## config.mk

```make
export PLATFORM = sky130hd
export DESIGN_NAME = pin_irq_router
export DESIGN_NICKNAME = d
export VERILOG_FILES = /design/src/rtl/pir_pkg.sv /design/src/rtl/pir_sync.sv /design/src/rtl/pir_route.sv /design/src/rtl/pir_regs.sv /design/src/rtl/pir_detect.sv /design/src/rtl/pin_irq_router.sv
export SDC_FILE = /design/constraint.sdc
export NUM_CORES = 1
export LEC_CHECK = 0
export BUFFER_PORTS_ARGS = -buffer_cell sky130_fd_sc_hd__buf_2
export CELL_PAD_IN_SITES_DETAIL_PLACEMENT = 1
export CELL_PAD_IN_SITES_GLOBAL_PLACEMENT = 2
export CORE_MARGIN = 5
export CORE_UTILIZATION = 34
export CTS_CLUSTER_DIAMETER = 40
export CTS_CLUSTER_SIZE = 16
export DETAILED_ROUTE_END_ITERATION = 6
export GPL_TIMING_DRIVEN = 0
export HOLD_SLACK_MARGIN = 0.12
export PLACE_DENSITY_LB_ADDON = 0.1
export SLEW_MARGIN = 20
export SYNTH_ARGS = -nofsm -noshare
export SYNTH_HDL_FRONTEND = slang
export SYNTH_SLANG_ARGS = --single-unit
```

## constraint.sdc

```tcl
create_clock -name clk -period 1.85 [get_ports clk]
set_input_delay 0.37 -clock clk [delete_from_list [all_inputs] [get_ports clk]]
set_output_delay 0.37 -clock clk [all_outputs]
set_load 0.03 [all_outputs]
```

## src/rtl/pir_pkg.sv

```systemverilog
// Shared constants for the routed pin interrupt controller.
// Assumes a word-addressed register bus with 4 address bits.
package pir_pkg;
    localparam int ADDR_W = 4;
    localparam logic [ADDR_W-1:0] ADDR_ROUTE    = 4'd0;
    localparam logic [ADDR_W-1:0] ADDR_MASK_SET = 4'd1;
    localparam logic [ADDR_W-1:0] ADDR_MASK_CLR = 4'd2;
    localparam logic [ADDR_W-1:0] ADDR_REQ      = 4'd3;
    localparam logic [ADDR_W-1:0] ADDR_EDGE_SET = 4'd4;
    localparam logic [ADDR_W-1:0] ADDR_EDGE_CLR = 4'd5;
    localparam logic [ADDR_W-1:0] ADDR_INV_SET  = 4'd6;
    localparam logic [ADDR_W-1:0] ADDR_INV_CLR  = 4'd7;
    localparam logic [ADDR_W-1:0] ADDR_SENSE    = 4'd8;
endpackage

```

## src/rtl/pir_sync.sv

```systemverilog
// Two-stage synchronizer for a vector of asynchronous pin inputs.
// Assumes that bits are independent; no bus coherency is provided.
module pir_sync #(
    parameter int W = 64
) (
    input  logic         clk,
    input  logic         rst_n,
    input  logic [W-1:0] din,
    output logic [W-1:0] dout
);
    logic [W-1:0] stage1;

    // Shift the raw inputs through two flops.
    always_ff @(posedge clk) begin
        if (!rst_n) begin
            stage1 <= '0;
            dout   <= '0;
        end else begin
            stage1 <= din;
            dout   <= stage1;
        end
    end
endmodule

```

## src/rtl/pir_route.sv

```systemverilog
// Steers port halves into sense byte lanes, then applies per-bit inversion.
// Even lanes take the low half of the selected port and odd lanes take the high half.
module pir_route #(
    parameter int PORTS  = 4,
    parameter int PORT_W = 16,
    parameter int LANE_W = 8,
    parameter int LANES  = 4,
    localparam int SEL_W = $clog2(PORTS),
    localparam int SENSE_W = LANES * LANE_W
) (
    input  logic [PORTS*PORT_W-1:0] ports,
    input  logic [LANES*SEL_W-1:0]  sel,
    input  logic [SENSE_W-1:0]      inv,
    output logic [SENSE_W-1:0]      qual
);
    for (genvar k = 0; k < LANES; k++) begin : g_lane
        localparam int HALF_OFF = (k % 2) * LANE_W;
        logic [LANE_W-1:0] lane_src;

        // Pick the selected port's half for this lane.
        always_comb begin
            lane_src = '0;
            for (int p = 0; p < PORTS; p++) begin
                if (sel[k*SEL_W +: SEL_W] == SEL_W'(p))
                    lane_src = ports[p*PORT_W + HALF_OFF +: LANE_W];
            end
        end

        assign qual[k*LANE_W +: LANE_W] = lane_src ^ inv[k*LANE_W +: LANE_W];
    end
endmodule

```

## src/rtl/pir_regs.sv

```systemverilog
// Configuration registers: routing (read/write), and mask, edge and invert
// (each a write-one-set / write-one-clear pair). Also produces the request-clear pulse.
module pir_regs #(
    parameter int W = 32
) (
    input  logic                      clk,
    input  logic                      rst_n,
    input  logic                      bus_we,
    input  logic [pir_pkg::ADDR_W-1:0] bus_addr,
    input  logic [W-1:0]              bus_wdata,
    output logic [W-1:0]              route_q,
    output logic [W-1:0]              mask_q,
    output logic [W-1:0]              edge_q,
    output logic [W-1:0]              inv_q,
    output logic [W-1:0]              req_clr
);
    import pir_pkg::*;

    function automatic logic [W-1:0] upd(input logic [W-1:0] cur, input logic s,
                                         input logic c, input logic [W-1:0] d);
        return (cur | (s ? d : '0)) & ~(c ? d : '0);
    endfunction

    // Apply bus writes to the configuration registers.
    always_ff @(posedge clk) begin
        if (!rst_n) begin
            route_q <= '0;
            mask_q  <= '0;
            edge_q  <= '0;
            inv_q   <= '0;
        end else if (bus_we) begin
            if (bus_addr == ADDR_ROUTE) route_q <= bus_wdata;
            mask_q <= upd(mask_q, bus_addr == ADDR_MASK_SET, bus_addr == ADDR_MASK_CLR, bus_wdata);
            edge_q <= upd(edge_q, bus_addr == ADDR_EDGE_SET, bus_addr == ADDR_EDGE_CLR, bus_wdata);
            inv_q  <= upd(inv_q,  bus_addr == ADDR_INV_SET,  bus_addr == ADDR_INV_CLR,  bus_wdata);
        end
    end

    assign req_clr = (bus_we && bus_addr == ADDR_REQ) ? bus_wdata : '0;
endmodule

```

## src/rtl/pir_detect.sv

```systemverilog
// Per-bit request logic: edge bits latch on a 0->1 qualified transition until
// cleared (an edge wins over a clear); level bits track the qualified input.
module pir_detect #(
    parameter int W = 32
) (
    input  logic         clk,
    input  logic         rst_n,
    input  logic [W-1:0] qual,
    input  logic [W-1:0] edge_mode,
    input  logic [W-1:0] clr,
    output logic [W-1:0] req,
    output logic [W-1:0] qual_d
);
    logic [W-1:0] rise;
    assign rise = qual & ~qual_d;

    // Keep the previous qualified level and update the requests.
    always_ff @(posedge clk) begin
        if (!rst_n) begin
            qual_d <= '0;
            req    <= '0;
        end else begin
            qual_d <= qual;
            req    <= (edge_mode & ((req & ~clr) | rise)) | (~edge_mode & qual);
        end
    end
endmodule

```

## src/rtl/pin_irq_router.sv

```systemverilog
// Top of the routed pin interrupt controller. Synchronizes the ports, routes
// them into the sense vector, detects requests and drives a masked interrupt.
module pin_irq_router #(
    parameter int PORTS  = 4,
    parameter int PORT_W = 16,
    parameter int LANE_W = 8,
    parameter int LANES  = 4,
    localparam int SEL_W   = $clog2(PORTS),
    localparam int SENSE_W = LANES * LANE_W,
    localparam int IN_W    = PORTS * PORT_W
) (
    input  logic                       clk,
    input  logic                       rst_n,
    input  logic [IN_W-1:0]            port_in,
    input  logic                       bus_we,
    input  logic [pir_pkg::ADDR_W-1:0] bus_addr,
    input  logic [SENSE_W-1:0]         bus_wdata,
    output logic [SENSE_W-1:0]         bus_rdata,
    output logic                       irq_out
);
    import pir_pkg::*;

    logic [IN_W-1:0]        ports_s;
    logic [SENSE_W-1:0]     route_q, mask_q, edge_q, inv_q, req_clr;
    logic [SENSE_W-1:0]     sense_q, sense_d, req_q;
    logic [LANES*SEL_W-1:0] lane_sel;

    pir_sync #(.W(IN_W)) u_sync (
        .clk(clk), .rst_n(rst_n), .din(port_in), .dout(ports_s)
    );

    pir_regs #(.W(SENSE_W)) u_regs (
        .clk(clk), .rst_n(rst_n), .bus_we(bus_we), .bus_addr(bus_addr),
        .bus_wdata(bus_wdata), .route_q(route_q), .mask_q(mask_q),
        .edge_q(edge_q), .inv_q(inv_q), .req_clr(req_clr)
    );

    for (genvar k = 0; k < LANES; k++) begin : g_sel
        assign lane_sel[k*SEL_W +: SEL_W] = route_q[k*LANE_W +: SEL_W];
    end

    pir_route #(.PORTS(PORTS), .PORT_W(PORT_W), .LANE_W(LANE_W), .LANES(LANES)) u_route (
        .ports(ports_s), .sel(lane_sel), .inv(inv_q), .qual(sense_q)
    );

    pir_detect #(.W(SENSE_W)) u_detect (
        .clk(clk), .rst_n(rst_n), .qual(sense_q), .edge_mode(edge_q),
        .clr(req_clr), .req(req_q), .qual_d(sense_d)
    );

    // Return the register selected by the bus address.
    always_comb begin
        case (bus_addr)
            ADDR_ROUTE:                   bus_rdata = route_q;
            ADDR_MASK_SET, ADDR_MASK_CLR: bus_rdata = mask_q;
            ADDR_REQ:                     bus_rdata = req_q;
            ADDR_EDGE_SET, ADDR_EDGE_CLR: bus_rdata = edge_q;
            ADDR_INV_SET, ADDR_INV_CLR:   bus_rdata = inv_q;
            ADDR_SENSE:                   bus_rdata = sense_q;
            default:                      bus_rdata = '0;
        endcase
    end

    assign irq_out = |(req_q & mask_q);
endmodule

```

======== Word level (Yosys, flattened, before mapping) ========
Cells that the tools add are included.
storage, ports and cells
  word-level logic and storage cells ...... 86
  register bits after elaboration ......... 320
operators by class
  mux-type cells .......................... 24
  reduce and logical (&&, ||, !) cells .... 11
  bitwise operators ....................... 23
  eq/ne operators ......................... 20
operator list
  operator                                                               number
  32-bit AND                                                             8
  32-bit two-way mux                                                     7
  32-bit NOT                                                             6
  32-bit one-hot mux with 6 select lines                                 1
  32-bit bitwise OR                                                      5
  8-bit two-way mux                                                      16
  32-bit OR reduction                                                    1
  8-bit bitwise XOR                                                      4
  2-bit equality test, second input constant                             8
  4-bit by 3-bit equality test with 1-bit output, second input constant  4
  2-bit by 1-bit equality test with 1-bit output, second input constant  4
  4-bit by 2-bit equality test with 1-bit output, second input constant  2
  2-bit zero test                                                        4
  2-bit OR reduction                                                     3
  4-bit by 1-bit equality test with 1-bit output, second input constant  1
  4-bit equality test, second input constant                             1
  4-bit zero test                                                        1
  2-bit AND reduction                                                    1
  1-bit logical AND                                                      1

======== Depth between registers and ports, before layout ========
Gate-level depths: netlist (run 1).
  depth in word-level cells ............... 10
  depth in mapped cells ................... 6
  gate-level depth less buffers ........... 3

======== By module ========
A second synthesis (run 1) with hierarchy kept.
second synthesis, totals
  cells, all modules ...................... 1362
  area total of the unflattened synthesis .. 13305.3 um^2
by module, submodules not included
  module          cells an instance  times used  area each (um^2)
  pir_regs        643                1           5235.0
  pir_sync        270                1           3550.9
  pir_detect      199                1           2252.2
  pin_irq_router  178                1           1201.2
  pir_route       72                 1           1066.0

======== Worst setup path after synthesis (run 1) ========
OpenSTA, ideal clock, no wires.
  path type ............................... input-to-output
  from .................................... input port bus_addr[1] (netlist bit)
  to ...................................... output port bus_rdata[10]
  arrival time ............................ 1809 ps
  cell stages on the path ................. 5
  required time ........................... 1480 ps
  path buffers ............................ 3
  slack ................................... -329 ps
  path through ............................ buf_6 -> or4b_1 -> buf_2 -> buf_6 -> o211ai_1
on the way
  longest elaborated chain between the ends .. 3
ends and longest elaborated chain
  item                                                                    RTL line              source
  from (decl)                                                             pin_irq_router.sv:16  input logic [pir_pkg::ADDR_W-1:0] bus_addr,
  4-bit by 3-bit equality test with 1-bit output (tied with other cells)  pin_irq_router.sv:53  case (bus_addr)
  2-bit OR reduction                                                      pin_irq_router.sv:53
  32-bit one-hot mux with 6 select lines (*)                              pin_irq_router.sv:53
  to (decl)                                                               pin_irq_router.sv:18  output logic [SENSE_W-1:0] bus_rdata,
Every way passes the cells marked *; elsewhere a longest branch is shown, timed or not.

======== Worst setup path in the final report (run 1) ========
  from .................................... register u_regs.route_q[16]
  to ...................................... output port bus_rdata[16]
on the way
  longest elaborated chain between the ends .. 7
ends and longest elaborated chain
  item                                        RTL line              source
  from (decl)                                 pir_regs.sv:11        output logic [W-1:0] route_q,
  from (signal assigned)                      pir_regs.sv:32        if (bus_addr == ADDR_ROUTE) route_q <= bus_wdata;
  2-bit zero test                             pir_route.sv:24       if (sel[k*SEL_W +: SEL_W] == SEL_W'(p))
  8-bit two-way mux (4 in series)             pir_route.sv:24
  8-bit bitwise XOR                           pir_route.sv:29       assign qual[k*LANE_W +: LANE_W] = lane_src ^ inv[k*LANE_W +: LANE_W];
  32-bit one-hot mux with 6 select lines (*)  pin_irq_router.sv:53
Marks and branches as above.

==> results.yml, run 1 <==
global_routing:
  grt_antenna_before_repair: 2
  grt-ovfl-total: 0
  grt_pass1_wl_um: 87100
  grt_max_degree: 20
  first_global_vias: 13000
  track_usage: 0.278
clocking:
  cts_sinks: 320
  cts_tree: "built"
  clk_path_buf_depth: 3
  cts_root_buf: "clkbuf_16"
  cts-buffers-inserted: 53
  htree_levels: 2
  path_clk_slew_ns: 0.05
  clock_latency_ns: 0.58
pwr:
  p_leak_nw: 6.75
  powerDensity_nw_per_um2: 1030
  peakVddDrop_mv: 0.590
finish:
  drive_gt1_frac: 0.246
  final_common_cell: "dfxtp_1"
  postLayoutCellArea_sq_um: 18000
  layout.nets: 1765
  area_delta_synth_final_pct: 37.3
  final_cell_mix: "295 x dfxtp_1, 128 x and2_1, 115 x buf_2"
  final_cells: 2222
  num_antenna_cells: 0
setup_path:
  cp_cell_sequence: "buf_12 -> mux4_2 -> xnor2_2 -> o211ai_1 -> buf_4"
  critPathMaxFanout: 5
  cp_num_buf_inv: 2
  critPathLaunch: "u_regs.route_q[16]"
  cp_top_family: "multiplexers"
  cp_data_arrival_time_ns: 2.45
  worstRegToRegCells: 7
  r2r_end: "u_detect.req[20]"
  crit_type: "flop to primary output"
  required_ns: 1.48
  crit_slowest_cell: "mux4_2"
  max_stage_delay_ns: 0.59
  rr_startpoint: "u_regs.route_q[16]"
  reg2reg_slack_ns: -0.03
  crit_path_start_kind: "flop"
  end_kind: "primary output"
routing:
  num_vias: 12400
  detail-route-antenna-nets: 0
  drt_iter0_drc: 1073
  viasPerCell: 5.58
  wl_per_cell_um: 26.9
  drc: 0
  wl_um: 59800
  drt-pass1-iter-count: 7
synthesis:
  async_flop_share: 0
  synth_area_leaders: "dfxtp_1 49%, and2_1 6.1%, mux4_2 5.5%"
  synth_nets: 1446
  yosysWarnings: 0
  synth_cells: 1343
  synth_area_sq_um: 13100
  synth_area_leader_cell: "dfxtp_1"
  synth_top_area_frac: 0.488
  ys_seq_area_frac: 0.488
  synth.avg_cell_area_sq_um: 9.78
  synth-main-ff-cell: "dfxtp_1"
  yosysUniqueCellTypes: 38
  synth_enable_flop_cells: 0
  ys_ff_latch: 320
die:
  dieArea_sq_um: 42700
  start_util: 0.341
  coreArea_sq_um: 38500
  die_w_um: 207
  dieHeight_um: 207
  io_pins: 136
  rows: 72
sta:
  timing.fmax_mhz: 355
  slew_viol_final: 0
  rsz0062_at_grt: "yes"
  slew_headroom: 0.416
  holdWs_ns: 0.142
  skew_ns: 0.0194
  finalSetupViolCount: 34
  tightestPinTransition_ns: 0.876
  worst_slack_ns: -0.966
  min_period_over_period: 1.52
  hold_viol: 0
  finalSetupTns_ns: -27.19
  post-route-min-period_ns: 2.82
placement:
  placed_cell_area_sq_um: 14500
  globalplace.congestion: 0.933
  io_buffer_count: 133
  place_inst: 1994
  hpwl_um: 40300
run_status:
  violations: "setup timing"
  status: "finished with violations"
worst_hold_path:
  holdPathEnd: "u_regs.mask_q[8]"
  hold_start: "bus_wdata[8]"
  whs_path_depth: 3
  hp-class: "input pin to flop"
job:
  maxCapViolCount: 0
[flip-flops by register name (all words and copies together) (netlist names)]
register	count
u_detect.qual_d	32
u_regs.route_q	32
u_detect.req	32
u_sync.dout	64
u_sync.stage1	64
u_regs.edge_q	32
u_regs.inv_q	32
u_regs.mask_q	32
[power by group]
group | switching [mW] | internal, mW
combinational | 0.916 | 0.604
clock | 3.57 | 6.26
sequential | 0.140 | 7.12
total | 4.63 | 14.0
[per-stage QoR]
stage	util	total power [mW]	worst slack, ns
6_report	0.469	18.6	-0.966
5_1_grt	0.469	19.2	-1.02
4_1_cts	0.469	18.7	-0.942
3_5_place_dp	0.376	8.63	-1.24
3_3_place_gp	0.376	8.61	-1.24
2_1_floorplan	-	7.97	-0.301
[cells by family (layout without fill, tap and decap cells)]
| kind of cell | count (synthesis) | count (layout) | synth area share |
|---|---|---|---|
| buffers and inverters | 125 | 486 | 0.0407 |
| AO/OA/AOI/OAI | 432 | 432 | 0.229 |
| XOR/XNOR | 33 | 33 | 0.0220 |
| multiplexers | 32 | 32 | 0.0549 |
| flip-flops | 320 | 320 | 0.488 |
| AND/OR/NAND/NOR | 401 | 401 | 0.166 |
[routing by layer]
metal  up-vias  share of wire  global-route usage
met2       471           0.47               0.463
met1      6228           0.43               0.368
met4         2          0.032              0.0886
li1       5594              -                   -
met3       104          0.069              0.0484
met5         -        0.00077                   0
[worst max path at each step]
stage / to / slack (ns) / depth (start not counted)
2_1_floorplan: bus_rdata[10] / -0.30 / 5
3_3_place_gp: bus_rdata[3] / -1.24 / 8
3_5_place_dp: bus_rdata[23] / -1.24 / 8
4_1_cts: bus_rdata[14] / -0.94 / 5
5_1_grt: bus_rdata[16] / -1.02 / 5
6_report: bus_rdata[16] / -0.97 / 5
[cell type report]
cell class | count | area [sq um]
fill | 4318 | 20400
multi-input combinational | 898 | 6490
timing repair buffer | 269 | 2040
clock inverter | 24 | 238
clock buffer | 73 | 1550
buffer | 120 | 606
sequential | 320 | 6450
tap | 518 | 648
[worst register-to-register path: stages, from the launching register on]
cell	delay, ns
dfxtp_4	0.35
buf_12	0.13
buf_4	0.13
mux4_2	0.62
xnor2_2	0.19
buf_4	0.14
buf_4	0.13
o21ai_2	0.12
[cell usage after synthesis (2+ instances only)]
cell	number
a21boi_1	11
clkbuf_1	96
or3_1	32
dfxtp_1	320
nor2_1	65
nand4_1	4
mux4_2	32
a32oi_1	32
nand2_1	96
and2_1	128
o21ai_1	18
a21boi_0	53
a222oi_1	32
buf_2	22
nand4bb_1	2
a22oi_1	16
o21ai_0	110
and3_1	32
a31oi_1	64
buf_6	4
nor4b_2	2
o21a_1	32
nor2b_1	32
o211ai_1	31
o2111ai_1	32
xnor2_1	32
buf_4	2
[repair_timing]
item / CTS / global route
gates resized for setup: 127 / 20
pin swaps: 68 / 26
hold buffers: 90 / 0
setup endpoints to repair: 132 / 41
endpoints found under the hold margin: 101 / 0
cloned: 4 / 0
setup buffers: 38 / 9
No activity file was read; power rests on OpenSTA's default activity.
==> inputs of run 2 (changes only) <==
--- a/config.mk
+++ b/config.mk
@@ -10,6 +10,7 @@
 export CELL_PAD_IN_SITES_GLOBAL_PLACEMENT = 2
 export CORE_MARGIN = 5
 export CORE_UTILIZATION = 34
+export CTS_BUF_LIST = sky130_fd_sc_hd__clkbuf_16
 export CTS_CLUSTER_DIAMETER = 40
 export CTS_CLUSTER_SIZE = 16
 export DETAILED_ROUTE_END_ITERATION = 6
==> run 2 against run 1 <==
Against the previous run: the run ends with DRC, setup timing left; highest routed layer is now met4; first-iteration DRC count down 20%; maximum frequency grew 1.9%; clock skew is 0.0019 ns lower; critical path type unchanged; critical endpoint unchanged.
==> results.yml, run 2 (synthesized netlist as in run 1, its figures left out) <==
run_status:
  status: "finished with violations"
  violations: "DRC, setup timing"
worst_hold_path:
  hp-class: "input pin to flop"
sta:
  slew_viol_final: 0
  worst_slack_ns: -0.914
  timing.fmax_mhz: 362
  skew_ns: 0.0175
  finalSetupViolCount: 33
  min_period_over_period: 1.49
  hold_viol: 0
  post-route-min-period_ns: 2.76
  slew_headroom: 0.387
  tightestPinTransition_ns: 0.920
  rsz0062_at_grt: "yes"
  finalSetupTns_ns: -26.91
  holdWs_ns: 0.148
die:
  rows: 72
  dieHeight_um: 207
  die_w_um: 207
  start_util: 0.341
  dieArea_sq_um: 42700
  io_pins: 136
  coreArea_sq_um: 38500
clocking:
  clk_path_buf_depth: 3
  cts-buffers-inserted: 53
  clock_latency_ns: 0.58
  cts_sinks: 320
  cts_tree: "built"
  path_clk_slew_ns: 0.05
  cts_root_buf: "clkbuf_16"
  htree_levels: 2
global_routing:
  first_global_vias: 13000
  grt_pass1_wl_um: 86900
  track_usage: 0.277
  grt-ovfl-total: 0
  grt_max_degree: 20
  grt_antenna_before_repair: 1
pwr:
  p_leak_nw: 6.69
  peakVddDrop_mv: 0.572
  power_mw: 18.0
  powerDensity_nw_per_um2: 1010
finish:
  num_antenna_cells: 0
  area_delta_synth_final_pct: 36.1
  final_common_cell: "dfxtp_1"
  drive_gt1_frac: 0.237
  fillCellCount: 4334
  final_cells: 2221
  layout.nets: 1764
  biggestRegsByFlops: "u_sync.dout (64), u_sync.stage1 (64)"
  final_cell_mix: "296 x dfxtp_1, 128 x and2_1, 115 x buf_2"
placement:
  globalplace.congestion: 0.933
  hpwl_um: 40300
  io_buffer_count: 133
  place_inst: 1994
routing:
  detail-route-antenna-nets: 0
  wl_per_cell_um: 26.9
  drt-pass1-iter-count: 7
  wl_um: 59800
  viasPerCell: 5.59
  drt_iter0_drc: 857
  num_vias: 12400
  drc: 10
job:
  maxCapViolCount: 0
setup_path:
  end_kind: "primary output"
  critPathMaxFanout: 5
  cp_data_arrival_time_ns: 2.39
  crit_type: "flop to primary output"
  reg2reg_slack_ns: 0.04
  required_ns: 1.48
  crit_path_start_kind: "flop"
[run 2: cell type report]
| type | instances | area (sq um) | area share |
|---|---|---|---|
| clock buffers | 54 | 1350 | 0.0756 |
| clock inverters | 43 | 309 | 0.0173 |
| well taps | 518 | 648 | 0.0363 |
| flip-flops and latches | 320 | 6450 | 0.361 |
| repair buffers | 268 | 2030 | 0.114 |
| plain buffers | 120 | 604 | 0.0338 |
| multi-input cells | 898 | 6490 | 0.363 |
[run 2: repair_timing]
item	4_1_cts	5_1_grt
hold buffers	89	0
buffers inserted	39	9
endpoints found under the setup margin	132	39
pin swaps	69	27
gates resized for setup	129	16
cloned	4	0
endpoints found under the hold margin	100	0
[run 2: stage by stage]
step | util | setup slack, ns | instance area [sq um]
detailed placement | 0.376 | -1.24 | 14500
finish | 0.465 | -0.914 | 17900
floorplan | - | -0.301 | 13200
global route | 0.465 | -0.999 | 17900
CTS | 0.465 | -0.942 | 17900
global placement | 0.376 | -1.24 | 14500
[run 2: per-layer routing]
layer,vias up,track usage,share of wire
li1,5604,-,-
met1,6239,0.370,0.43
met2,476,0.462,0.47
met3,95,0.0451,0.065
met4,0,0.0882,0.030
met5,-,0,0
[run 2: report_power, final]
| part | switching (mW) | total [mW] | leakage (nW) | internal [mW] |
|---|---|---|---|---|
| logic | 0.916 | 1.52 | 3.23 | 0.604 |
| registers | 0.140 | 7.26 | 2.63 | 7.12 |
| clock network | 3.55 | 9.24 | 0.828 | 5.69 |
| total | 4.60 | 18.0 | 6.69 | 13.4 |
[run 2: worst paths after layout]
path | from | to | depth (start not counted)
setup / recovery | u_regs.route_q[16] | bus_rdata[16] | 5
hold / removal | bus_wdata[8] | u_regs.mask_q[8] | 3
setup reg to reg | u_regs.route_q[16] | u_detect.req[20] | 6
hold reg to reg | u_sync.stage1[19] | u_sync.dout[19] | 1
[run 2: worst max-delay path: stages (launching register included)]
cell	delay (ns)
dfxtp_4	0.35
buf_12	0.14
mux4_2	0.60
xnor2_2	0.18
o211ai_1	0.31
buf_4	0.23
